### src/rtl/keywdog.sv
module keywdog #(
  parameter int KEY_W    = 16,
  parameter int PRE_W    = 3,
  parameter int RLD_W    = 12,
  parameter int PRE_MAX  = 6,
  parameter int BASE_LOG = 2,
  parameter logic [KEY_W-1:0] KEY_UNLOCK  = 16'h5555,
  parameter logic [KEY_W-1:0] KEY_SERVICE = 16'hAAAA,
  parameter logic [KEY_W-1:0] KEY_START   = 16'hCCCC
) (
  input  logic             clk,
  input  logic             rst_n,
  input  logic             tick,
  input  logic             wr_en,
  input  logic [1:0]       wr_sel,
  input  logic [KEY_W-1:0] wr_data,
  input  logic             flag_clr,
  output logic             running,
  output logic             unlocked,
  output logic             cause_flag,
  output logic [RLD_W-1:0] count,
  output logic             rst_req
);

  localparam int DIV_W = BASE_LOG + PRE_MAX;
  localparam logic [1:0] SEL_KEY = 2'd0;
  localparam logic [1:0] SEL_PRE = 2'd1;
  localparam logic [1:0] SEL_RLD = 2'd2;

  logic [PRE_W-1:0] pre_q, pre_in;
  logic [RLD_W-1:0] rld_q, cnt_q;
  logic [DIV_W-1:0] div_q;
  logic [DIV_W:0]   div_span;
  logic             unl_q, run_q, flag_q, req_q;
  logic             key_wr, do_unlock, do_service, do_start, reload;
  logic             pre_wr, rld_wr, div_last, ptick, expire;

  assign key_wr     = wr_en && (wr_sel == SEL_KEY);
  assign do_unlock  = key_wr && (wr_data == KEY_UNLOCK);
  assign do_service = key_wr && (wr_data == KEY_SERVICE);
  assign do_start   = key_wr && (wr_data == KEY_START);
  assign reload     = do_service || do_start;
  assign pre_wr     = wr_en && (wr_sel == SEL_PRE) && unl_q;
  assign rld_wr     = wr_en && (wr_sel == SEL_RLD) && unl_q;

  assign pre_in   = (wr_data[PRE_W-1:0] > PRE_W'(PRE_MAX)) ? PRE_W'(PRE_MAX) : wr_data[PRE_W-1:0];
  assign div_span = (DIV_W+1)'(1) << (BASE_LOG + int'(pre_q));
  assign div_last = ({1'b0, div_q} == (div_span - 1'b1));
  assign ptick    = run_q && tick && div_last;
  assign expire   = ptick && (cnt_q == '0) && !reload;

  always_ff @(posedge clk or negedge rst_n) begin
    if (!rst_n) begin
      unl_q <= 1'b0;
      pre_q <= '0;
      rld_q <= '1;
    end else begin
      if (key_wr) unl_q <= do_unlock;
      if (pre_wr) pre_q <= pre_in;
      if (rld_wr) rld_q <= wr_data[RLD_W-1:0];
    end
  end

  always_ff @(posedge clk or negedge rst_n) begin
    if (!rst_n)        run_q <= 1'b0;
    else if (do_start) run_q <= 1'b1;
  end

  always_ff @(posedge clk or negedge rst_n) begin
    if (!rst_n)              div_q <= '0;
    else if (reload)         div_q <= '0;
    else if (run_q && tick)  div_q <= div_last ? '0 : div_q + 1'b1;
  end

  always_ff @(posedge clk or negedge rst_n) begin
    if (!rst_n)         cnt_q <= '1;
    else if (reload)    cnt_q <= rld_q;
    else if (ptick)     cnt_q <= (cnt_q == '0) ? rld_q : cnt_q - 1'b1;
  end

  always_ff @(posedge clk or negedge rst_n) begin
    if (!rst_n) begin
      req_q  <= 1'b0;
      flag_q <= 1'b0;
    end else begin
      req_q <= expire;
      if (expire)        flag_q <= 1'b1;
      else if (flag_clr) flag_q <= 1'b0;
    end
  end

  assign running    = run_q;
  assign unlocked   = unl_q;
  assign cause_flag = flag_q;
  assign count      = cnt_q;
  assign rst_req    = req_q;

  assert_relock_R2: assert property (@(posedge clk) disable iff (!rst_n)
    (key_wr && wr_data != KEY_UNLOCK) |=> !unl_q);

  assert_locked_rld_R2: assert property (@(posedge clk) disable iff (!rst_n)
    (!unl_q && wr_en && wr_sel == SEL_RLD) |=> $stable(rld_q));

  assert_pulse_R5: assert property (@(posedge clk) disable iff (!rst_n)
    req_q |=> !req_q);

  assert_no_stop_R7: assert property (@(posedge clk) disable iff (!rst_n)
    run_q |=> run_q);

  assert_flag_with_req_R8: assert property (@(posedge clk) disable iff (!rst_n)
    req_q |-> flag_q);

  assert_freeze_R9: assert property (@(posedge clk) disable iff (!rst_n)
    (!tick && !key_wr) |=> ($stable(cnt_q) && $stable(div_q)));

endmodule

### config.mk
export PLATFORM = sky130hd
export DESIGN_NAME = keywdog
export DESIGN_NICKNAME = d
export VERILOG_FILES = /design/src/rtl/keywdog.sv
export SDC_FILE = /design/constraint.sdc
export NUM_CORES = 1
export LEC_CHECK = 0
export BUFFER_PORTS_ARGS = -buffer_cell sky130_fd_sc_hd__buf_2
export CAP_MARGIN = 20
export CELL_PAD_IN_SITES_DETAIL_PLACEMENT = 1
export CELL_PAD_IN_SITES_GLOBAL_PLACEMENT = 2
export CORE_MARGIN = 4
export CORE_UTILIZATION = 39
export DETAILED_ROUTE_END_ITERATION = 10
export HOLD_SLACK_MARGIN = 0.03
export PLACE_DENSITY = 0.9
export SLEW_MARGIN = 15
export SYNTH_ARGS = -nofsm -noshare
export SYNTH_HDL_FRONTEND = slang
export SYNTH_SLANG_ARGS = --single-unit
### constraint.sdc
create_clock -name clk -period 5.35 [get_ports clk]
set_input_delay 0.2675 -clock clk [delete_from_list [all_inputs] [get_ports clk]]
set_output_delay 0.2675 -clock clk [all_outputs]
set_load 0.03 [all_outputs]
Yosys cells after proc, flatten, opt, wreduce, memory -nomap -nowiden
Index checks and enable logic that the tools add are counted.
{"block": "word_totals", "register_bits": 39, "input_bits": 23, "output_inout_bits": 16, "elab_cells": 48}
{"block": "classes", "n_addsub": 4, "order_cmp": 1, "n_eq_ne": 6, "shift": 1, "mux": 9, "reduce_logical": 19}
{"op": "12-bit two-way mux", "n": 3}
{"op": "16-bit == test, second input constant", "n": 2}
{"op": "8-bit two-way mux", "n": 3}
{"op": "16-bit by 15-bit == test with 1-bit output, second input constant", "n": 1}
{"op": "1-bit logical AND", "n": 12}
{"op": "12-bit logical NOT", "n": 1}
{"op": "12-bit by 1-bit subtractor with 12-bit output, second input constant", "n": 1}
{"op": "8-bit by 9-bit == test with 1-bit output", "n": 1}
{"op": "1-bit by 4-bit left shift with 9-bit output, first input constant", "n": 1}
{"op": "9-bit by 1-bit subtractor with 9-bit output, second input constant", "n": 1}
{"op": "8-bit by 1-bit adder with 8-bit output, second input constant", "n": 1}
{"op": "2-bit nonzero test", "n": 3}
{"op": "2-bit by 3-bit adder with 4-bit output, first input constant", "n": 1}
{"op": "3-bit > comparator, second input constant", "n": 1}
{"op": "3-bit two-way mux", "n": 1}
{"op": "2-bit by 1-bit == test with 1-bit output, second input constant", "n": 1}
{"op": "2-bit == test, second input constant", "n": 1}
{"op": "2-bit logical NOT", "n": 1}
{"op": "1-bit two-way mux", "n": 2}
{"op": "1-bit logical NOT", "n": 1}
{"op": "1-bit logical OR", "n": 1}

Longest topological paths before layout
Gate-level depths: netlist (run 1).
{"block": "logic_depth", "word_depth": 8, "depth_mapped": 10, "mapped_depth_nobuf": 9}

Worst setup path after synthesis (run 1)
OpenSTA, ideal clock, no wires.
{"block": "synth_timing", "path_type": "reg-to-reg", "from": "register pre_q[1]", "to": "register div_q[3]", "setup_time_ns": 0.124, "arrival_time_ns": 2.344, "t_required_ns": 5.226, "path_slack_ns": 2.882, "stages_incl_launch_ff": 11, "n_path_buf": 1, "period_less_slack_ns": 2.468, "path_cell_list": "dfrtp_1 > inv_1 > ha_1 > or3_1 > a211o_1 > o311ai_4 > nand3_4 > nand3_2 > buf_6 > nor2_1 > a211o_1"}
{"block": "synth_between", "elab_chain_cells": 7}
{"item": "from (decl)", "line_no": "30", "text": "logic [PRE_W-1:0] pre_q, pre_in;"}
{"item": "from (signal assigned)", "line_no": "59", "text": "if (pre_wr) pre_q <= pre_in;"}
{"item": "2-bit by 3-bit adder with 4-bit output", "line_no": "47", "text": "assign div_span = (DIV_W+1)'(1) << (BASE_LOG + int'(pre_q));"}
{"item": "1-bit by 4-bit left shift with 9-bit output", "line_no": "47"}
{"item": "9-bit by 1-bit subtractor with 9-bit output", "line_no": "48", "text": "assign div_last = ({1'b0, div_q} == (div_span - 1'b1));"}
{"item": "8-bit by 9-bit == test with 1-bit output", "line_no": "48"}
{"item": "8-bit two-way mux (2 in a row)", "line_no": "72", "text": "else if (run_q && tick) div_q <= div_last ? '0 : div_q + 1'b1;"}
{"item": "8-bit two-way mux", "line_no": "71", "text": "else if (reload) div_q <= '0;"}
{"item": "to (signal assigned)", "line_no": "72"}
{"item": "to (decl)", "line_no": "32", "text": "logic [DIV_W-1:0] div_q;"}
No other way between the ends. The select of a mux whose other input is x is not followed.
A chain may end at the register's enable or synchronous reset.

Worst setup path in the final report (run 1)
Ends and elaborated chain as after synthesis.

==> results.py, run 1 <==
metrics = {
    "run_status": {
        "status": "completed",
    },
    "hold_path": {
        "hold_path_class": "input port to asynchronous set/reset pin",
    },
    "grt": {
        "grt_max_degree": 40,
        "antenna_found_initial": 0,
        "grt_usage": 0.186,
        "grt.overflow.total": 0,
        "grt_pass1_vias": 2215,
        "grt_pass1_wl_um": 11200,
    },
    "timing": {
        "relSlewSlack": 0.404,
        "min_period_ns": 2.76,
        "period_share": 0.515,
        "hold_viol_final": 0,
        "setup_tns_ns": 0,
        "worstMarginPinSlew_ns": 0.894,
        "setup_viol": 0,
        "finClkSkew_ns": 0.00505,
        "final-max-slew-violation-count": 0,
        "rsz0062_at_grt": "false",
        "fmax_ghz": 0.363,
    },
    "power_and_ir_drop": {
        "p_int_mw": 0.581,
        "power-per-cell-area_nw_per_um2": 279,
        "p_seq_frac": 0.455,
        "sw_frac_of_total": 0.270,
        "max-vdd-ir-drop_mv": 0.169,
        "p_sw_mw": 0.215,
        "power.share.combinational": 0.193,
        "p_leak_nw": 1.22,
        "p_clk_frac": 0.352,
    },
    "place": {
        "placement.io_buffers": 38,
        "dpl.hpwl_um": 5050,
        "place_area_um2": 2730,
        "dp_cells": 354,
        "gp_congestion": 0.803,
    },
    "logic_synthesis": {
        "synth_cells": 245,
        "synth_edf_count": 0,
        "syn-num-nets": 277,
        "synthMostInstantiatedCell": "dfstp_2",
        "synth_top_cell_by_area": "dfstp_2",
        "synthAdderAreaFrac": 0.0456,
        "synth_top_family_by_area": "simple AND/OR/NAND/NOR gates",
        "synth_flop_cell": "dfstp_2",
        "synth_top_area_share": 0.255,
        "synthArstFlopShare": 1.00,
        "synth_commonest_cells": "dfstp_2 (24), o21ai_0 (22), nor2_1 (20), dfrtp_1 (15), nand2_1 (15)",
        "syn_area_um2": 2470,
        "synth_mux_area_frac": 0.0679,
        "yosysSeqAreaShare": 0.407,
        "synthSimpleGateAreaFrac": 0.255,
        "synth_xor_area_frac": 0.0314,
        "synthTopCellsByArea": "dfstp_2 (26%), dfrtp_1 (15%), mux2_2 (6.4%)",
        "avgSynthCellArea_um2": 10.1,
        "ys_types": 58,
        "ys_warn_count": 0,
        "synth-compound-area-share": 0.163,
        "yosys_register_bits": 39,
    },
    "routing": {
        "wl_um": 6490,
        "wl_per_cell_um": 17.9,
        "viasPerCell": 5.74,
        "drc": 0,
        "drtPass1Iterations": 4,
        "ant_nets": 0,
        "first_iter_violations": 121,
        "vias": 2078,
    },
    "final_layout": {
        "num_antenna_cells": 0,
        "instances_no_fill": 362,
        "drive_above_1_share": 0.362,
        "area_growth_pct": 15.6,
        "fin_nets": 318,
        "design_area_um2": 2860,
    },
    "floorplanning": {
        "die_x_um": 87.6,
        "die-area_um2": 7670,
        "std_cell_rows": 28,
        "boundaryPins": 39,
        "start_util": 0.410,
        "core_um2": 6030,
        "die_height_um": 87.6,
    },
    "flow_run": {
        "cap_violations": 0,
    },
    "clock_tree": {
        "clkSinkCount": 39,
        "clock_latency_ns": 0.29,
        "clock_path_buffers": 2,
        "cts_tree": "built",
        "cts_buffers": 5,
        "cts_resized": 0,
        "cts_htree_levels": 2,
        "cts_root_buf": "clkbuf_8",
        "cts_setup_buffers": 0,
        "path_clk_slew_ns": 0.08,
        "cts_hold_buffers": 0,
    },
    "worst_setup_path": {
        "critPathSlowestCell": "dfrtp_1",
        "cp.arrival_ns": 2.94,
        "r2r_cells": 9,
        "startpoint_type": "flip-flop",
        "cp_cell_sequence": "inv_1 -> ha_1 -> or3_1 -> a211o_1 -> o311ai_4 -> nand3_4 -> nand3_2 -> nor3_1 -> a211o_1",
        "cp-end-kind": "flip-flop",
        "cp.depth": 9,
        "cp_common_cell": "a211o_1",
        "crit_buf_inv": 1,
        "criticalPathCategory": "flip-flop to flip-flop",
        "required_ns": 5.53,
        "cp_slowest_stage_delay_ns": 0.55,
        "critical_path.top_delay_family": "simple AND/OR/NAND/NOR gates",
        "worstPathMaxFanout": 11,
    },
}
## flip-flops by register name, indices dropped and copies added (netlist names)
| name | count |
|---|---|
| running | 1 |
| unlocked | 1 |
| div_q | 8 |
| cause_flag | 1 |
| rst_req | 1 |
| count | 12 |
| pre_q | 3 |
| rld_q | 12 |
## power groups by stage
stage          Combinational (mW)  Sequential, mW  Clock [mW]
2_1_floorplan               0.121           0.355           0
6_report                    0.153           0.362       0.280
5_1_grt                     0.167           0.367       0.301
3_5_place_dp                0.156           0.367           0
3_3_place_gp                0.148           0.365           0
4_1_cts                     0.156           0.362       0.285
## cell usage in the layout (no fill, tap or decap), drive strengths merged, types with 5 or more instances in the layout
master	n
nor4bb	8
nand2	15
dfrtp	15
nor3	6
clkbuf	6
buf	39
o21ai	24
ha	9
mux2	14
a2bb2oi	5
nor2	21
and2	5
a21oi	9
xnor2	6
nand3	16
inv	11
dfstp	24
## final timing paths
check	to	start	slack [ns]
setup / recovery	div_q[3]$_DFFE_PN0P_	pre_q[1]$_DFFE_PN0P_	2.59
hold / removal	div_q[5]$_DFFE_PN0P_	rst_n	0.09
setup reg to reg	div_q[3]$_DFFE_PN0P_	pre_q[1]$_DFFE_PN0P_	2.59
hold reg to reg	cause_flag$_DFFE_PN0P_	cause_flag$_DFFE_PN0P_	0.49
max in group asynchronous	div_q[6]$_DFFE_PN0P_	rst_n	4.69
min in group clk	rld_q[7]$_DFFE_PN1P_	wr_data[7]	0.23
## metrics by stage
| step | hold WS, ns | util | power [mW] | setup slack (ns) |
|---|---|---|---|---|
| 5_1_grt | 0.155 | 0.474 | 0.836 | 2.38 |
| 3_3_place_gp | 0.441 | 0.452 | 0.513 | 2.71 |
| 3_5_place_dp | 0.446 | 0.452 | 0.523 | 2.60 |
| 2_1_floorplan | -0.0281 | - | 0.476 | 2.88 |
| 6_report | 0.0886 | 0.474 | 0.795 | 2.59 |
| 4_1_cts | 0.122 | 0.474 | 0.804 | 2.57 |
## cell families after synthesis
logic type	after synthesis
simple gates	101
fa+ha+maj	9
flops	39
compound gates	58
xor+xnor	8
mux	15
buf+inv	15
## final cells by class
class	count	area (µm²)
Clock buffer	6	93.8
Clock inverter	2	36.3
Fill cell	720	3170
Inverter	10	37.5
Multi-Input combinational cell	191	1390
Sequential cell	39	1010
Tap cell	75	93.8
Timing Repair Buffer	39	198
## metal layers
metal  part of all wire  vias to the layer above  GRT usage
li1                   -                      984          -
met1               0.48                     1035      0.262
met2               0.46                       52      0.295
met3              0.045                        7     0.0292
met4              0.012                        0     0.0558
met5                  0                        -          0
Note: power is estimated with default switching activity, not from simulation.
==> run 2: changes to the inputs <==
--- a/config.mk
+++ b/config.mk
@@ -10,10 +10,10 @@
 export CELL_PAD_IN_SITES_DETAIL_PLACEMENT = 1
 export CELL_PAD_IN_SITES_GLOBAL_PLACEMENT = 2
 export CORE_MARGIN = 4
-export CORE_UTILIZATION = 39
+export CORE_UTILIZATION = 36
 export DETAILED_ROUTE_END_ITERATION = 10
 export HOLD_SLACK_MARGIN = 0.03
-export PLACE_DENSITY = 0.9
+export PLACE_DENSITY = 0.84
 export SLEW_MARGIN = 15
 export SYNTH_ARGS = -nofsm -noshare
 export SYNTH_HDL_FRONTEND = slang
==> constraint.sdc (replaced) <==
create_clock -name clk -period 2.6 [get_ports clk]
set_input_delay 0.13 -clock clk [delete_from_list [all_inputs] [get_ports clk]]
set_output_delay 0.13 -clock clk [all_outputs]
set_load 0.03 [all_outputs]
==> run 2 against run 1 <==
Clock skew is 0.0054 ns higher. Utilization decreased by 2.1 points. Flip-flop and latch count stayed put. Fmax up 11%. Clock power rose by 110%. First-iteration DRC count decreased by 8.3%. Global-route usage is 1.9 points lower. Critical path depth is the same. Sequential power rose by 100%. Non-clock buffer count grew 6. Largest cell class unchanged. Highest routed layer unchanged.
==> results.py, run 2 (synthesized netlist as in run 1, its figures left out) <==
metrics = {
    "run_status": {
        "status": "completed",
    },
    "floorplanning": {
        "die-area_um2": 8250,
        "start_util": 0.380,
        "die_height_um": 90.8,
        "core_um2": 6490,
        "boundaryPins": 39,
        "die_x_um": 90.8,
        "std_cell_rows": 29,
    },
    "worst_setup_path": {
        "required_ns": 2.82,
        "critical_path.top_delay_family": "simple AND/OR/NAND/NOR gates",
        "criticalPathCategory": "flip-flop to flip-flop",
        "startpoint_type": "flip-flop",
        "worstPathMaxFanout": 6,
        "cp_cell_sequence": "inv_2 -> ha_2 -> or3_1 -> a211o_1 -> o311ai_4 -> and4_4 -> and2_4 -> o21ai_1 -> o21ai_0",
        "crit_buf_inv": 1,
        "cp.arrival_ns": 2.71,
        "cp-end-kind": "flip-flop",
        "critPathSlowestCell": "dfrtp_2",
        "cp_slowest_stage_delay_ns": 0.45,
    },
    "timing": {
        "fmax_ghz": 0.401,
        "hold_viol_final": 0,
        "worstMarginPinSlew_ns": 0.874,
        "setup_viol": 0,
        "min_period_ns": 2.49,
        "whs_ns": 0.0830,
        "relSlewSlack": 0.417,
        "period_share": 0.959,
        "rsz0062_at_grt": "true",
        "setup_tns_ns": 0,
        "finClkSkew_ns": 0.0105,
        "final-max-slew-violation-count": 0,
    },
    "power_and_ir_drop": {
        "sw_frac_of_total": 0.273,
        "p_clk_frac": 0.338,
        "max-vdd-ir-drop_mv": 0.306,
        "p_sw_mw": 0.464,
        "power-per-cell-area_nw_per_um2": 577,
        "p_seq_frac": 0.433,
        "total_power_mw": 1.70,
        "power.share.combinational": 0.229,
        "p_int_mw": 1.24,
        "p_leak_nw": 1.25,
    },
    "flow_run": {
        "cap_violations": 0,
    },
    "routing": {
        "first_iter_violations": 111,
        "wl_um": 6770,
        "vias": 2095,
        "viasPerCell": 5.65,
        "drtPass1Iterations": 4,
        "drc": 0,
        "ant_nets": 0,
        "wl_per_cell_um": 18.2,
    },
    "clock_tree": {
        "clock_path_buffers": 2,
        "cts_root_buf": "clkbuf_8",
        "cts_htree_levels": 2,
        "path_clk_slew_ns": 0.09,
        "clkSinkCount": 39,
        "cts_buffers": 5,
        "cts_tree": "built",
        "clock_latency_ns": 0.30,
    },
    "grt": {
        "grt_usage": 0.167,
        "grt_pass1_vias": 2152,
        "grt_pass1_wl_um": 11100,
        "grt_max_degree": 40,
        "grt.overflow.total": 0,
        "antenna_found_initial": 0,
    },
    "final_layout": {
        "final_common_cell": "buf_2",
        "area_growth_pct": 19.2,
        "fin_nets": 325,
        "design_area_um2": 2940,
        "num_antenna_cells": 0,
        "final_cell_mix": "buf_2 (38), dfstp_2 (24), nor2_1 (19), o21ai_0 (19), nand2_1 (15)",
        "drive_above_1_share": 0.388,
        "instances_no_fill": 371,
    },
    "place": {
        "gp_congestion": 0.782,
        "place_area_um2": 2740,
        "dp_cells": 358,
        "placement.io_buffers": 38,
        "dpl.hpwl_um": 5170,
    },
    "hold_path": {
        "hold_path_class": "input port to flip-flop",
    },
}
==> run 2: worst paths after layout <==
check                                       start                endpoint  slack (ns)  cells past startpoint
max                          pre_q[2]$_DFFE_PN0P_   count[11]$_DFFE_PN1P_        0.11                      9
min                                    wr_data[7]    rld_q[7]$_DFFE_PN1P_        0.08                      2
max reg2reg                  pre_q[2]$_DFFE_PN0P_   count[11]$_DFFE_PN1P_        0.11                      9
min reg2reg                cause_flag$_DFFE_PN0P_  cause_flag$_DFFE_PN0P_        0.50                      1
max in group asynchronous                   rst_n    pre_q[2]$_DFFE_PN0P_        1.52                      2
min in group asynchronous                   rst_n    pre_q[1]$_DFFE_PN0P_        0.49                      2
==> run 2: what timing repair did <==
action	CTS	global route
endpoints found under the setup margin	3	17
gates resized for setup	2	9
hold buffers	1	0
endpoints found under the hold margin	15	0
pin swaps	0	4
setup buffers	0	3
cloned	0	1
==> run 2: per-layer routing <==
layer | global-route usage | part of all wire | wire length [µm]
met1 | 0.230 | 0.48 | 3270
met2 | 0.269 | 0.47 | 3180
met3 | 0.0283 | 0.035 | 237
met4 | 0.0465 | 0.012 | 84
met5 | 0 | 0 | 0
==> run 2: power by group through the flow <==
stage          clock [mW]  sequential, mW  combinational (mW)
2_1_floorplan           0           0.730               0.248
3_3_place_gp            0           0.740               0.319
3_5_place_dp            0           0.744               0.331
4_1_cts             0.584           0.734               0.337
5_1_grt             0.616           0.743               0.425
6_report            0.575           0.736               0.390
==> run 2: final cells by class <==
class,instances,area [µm²]
clock buffer,7,97.6
tap,77,96.3
multi-input combinational,192,1430
fill,753,3550
timing repair buffer,45,245
sequential,39,1010
inverter,10,37.5
clock inverter,1,30.0
==> run 2: worst register-to-register path, stage by stage (launching register included) <==
cell      delay, ns
dfrtp_2        0.45
inv_2          0.10
ha_2           0.32
or3_1          0.39
a211o_1        0.27
o311ai_4       0.15
and4_4         0.36
and2_4         0.17
o21ai_1        0.10
o21ai_0        0.12
==> run 2: stage by stage <==
stage          utilization  setup WS, ns
4_1_cts              0.445       0.00941
3_3_place_gp         0.422        0.0735
5_1_grt              0.453      -0.00351
6_report             0.453         0.106
2_1_floorplan            -         0.132
3_5_place_dp         0.422       -0.0141
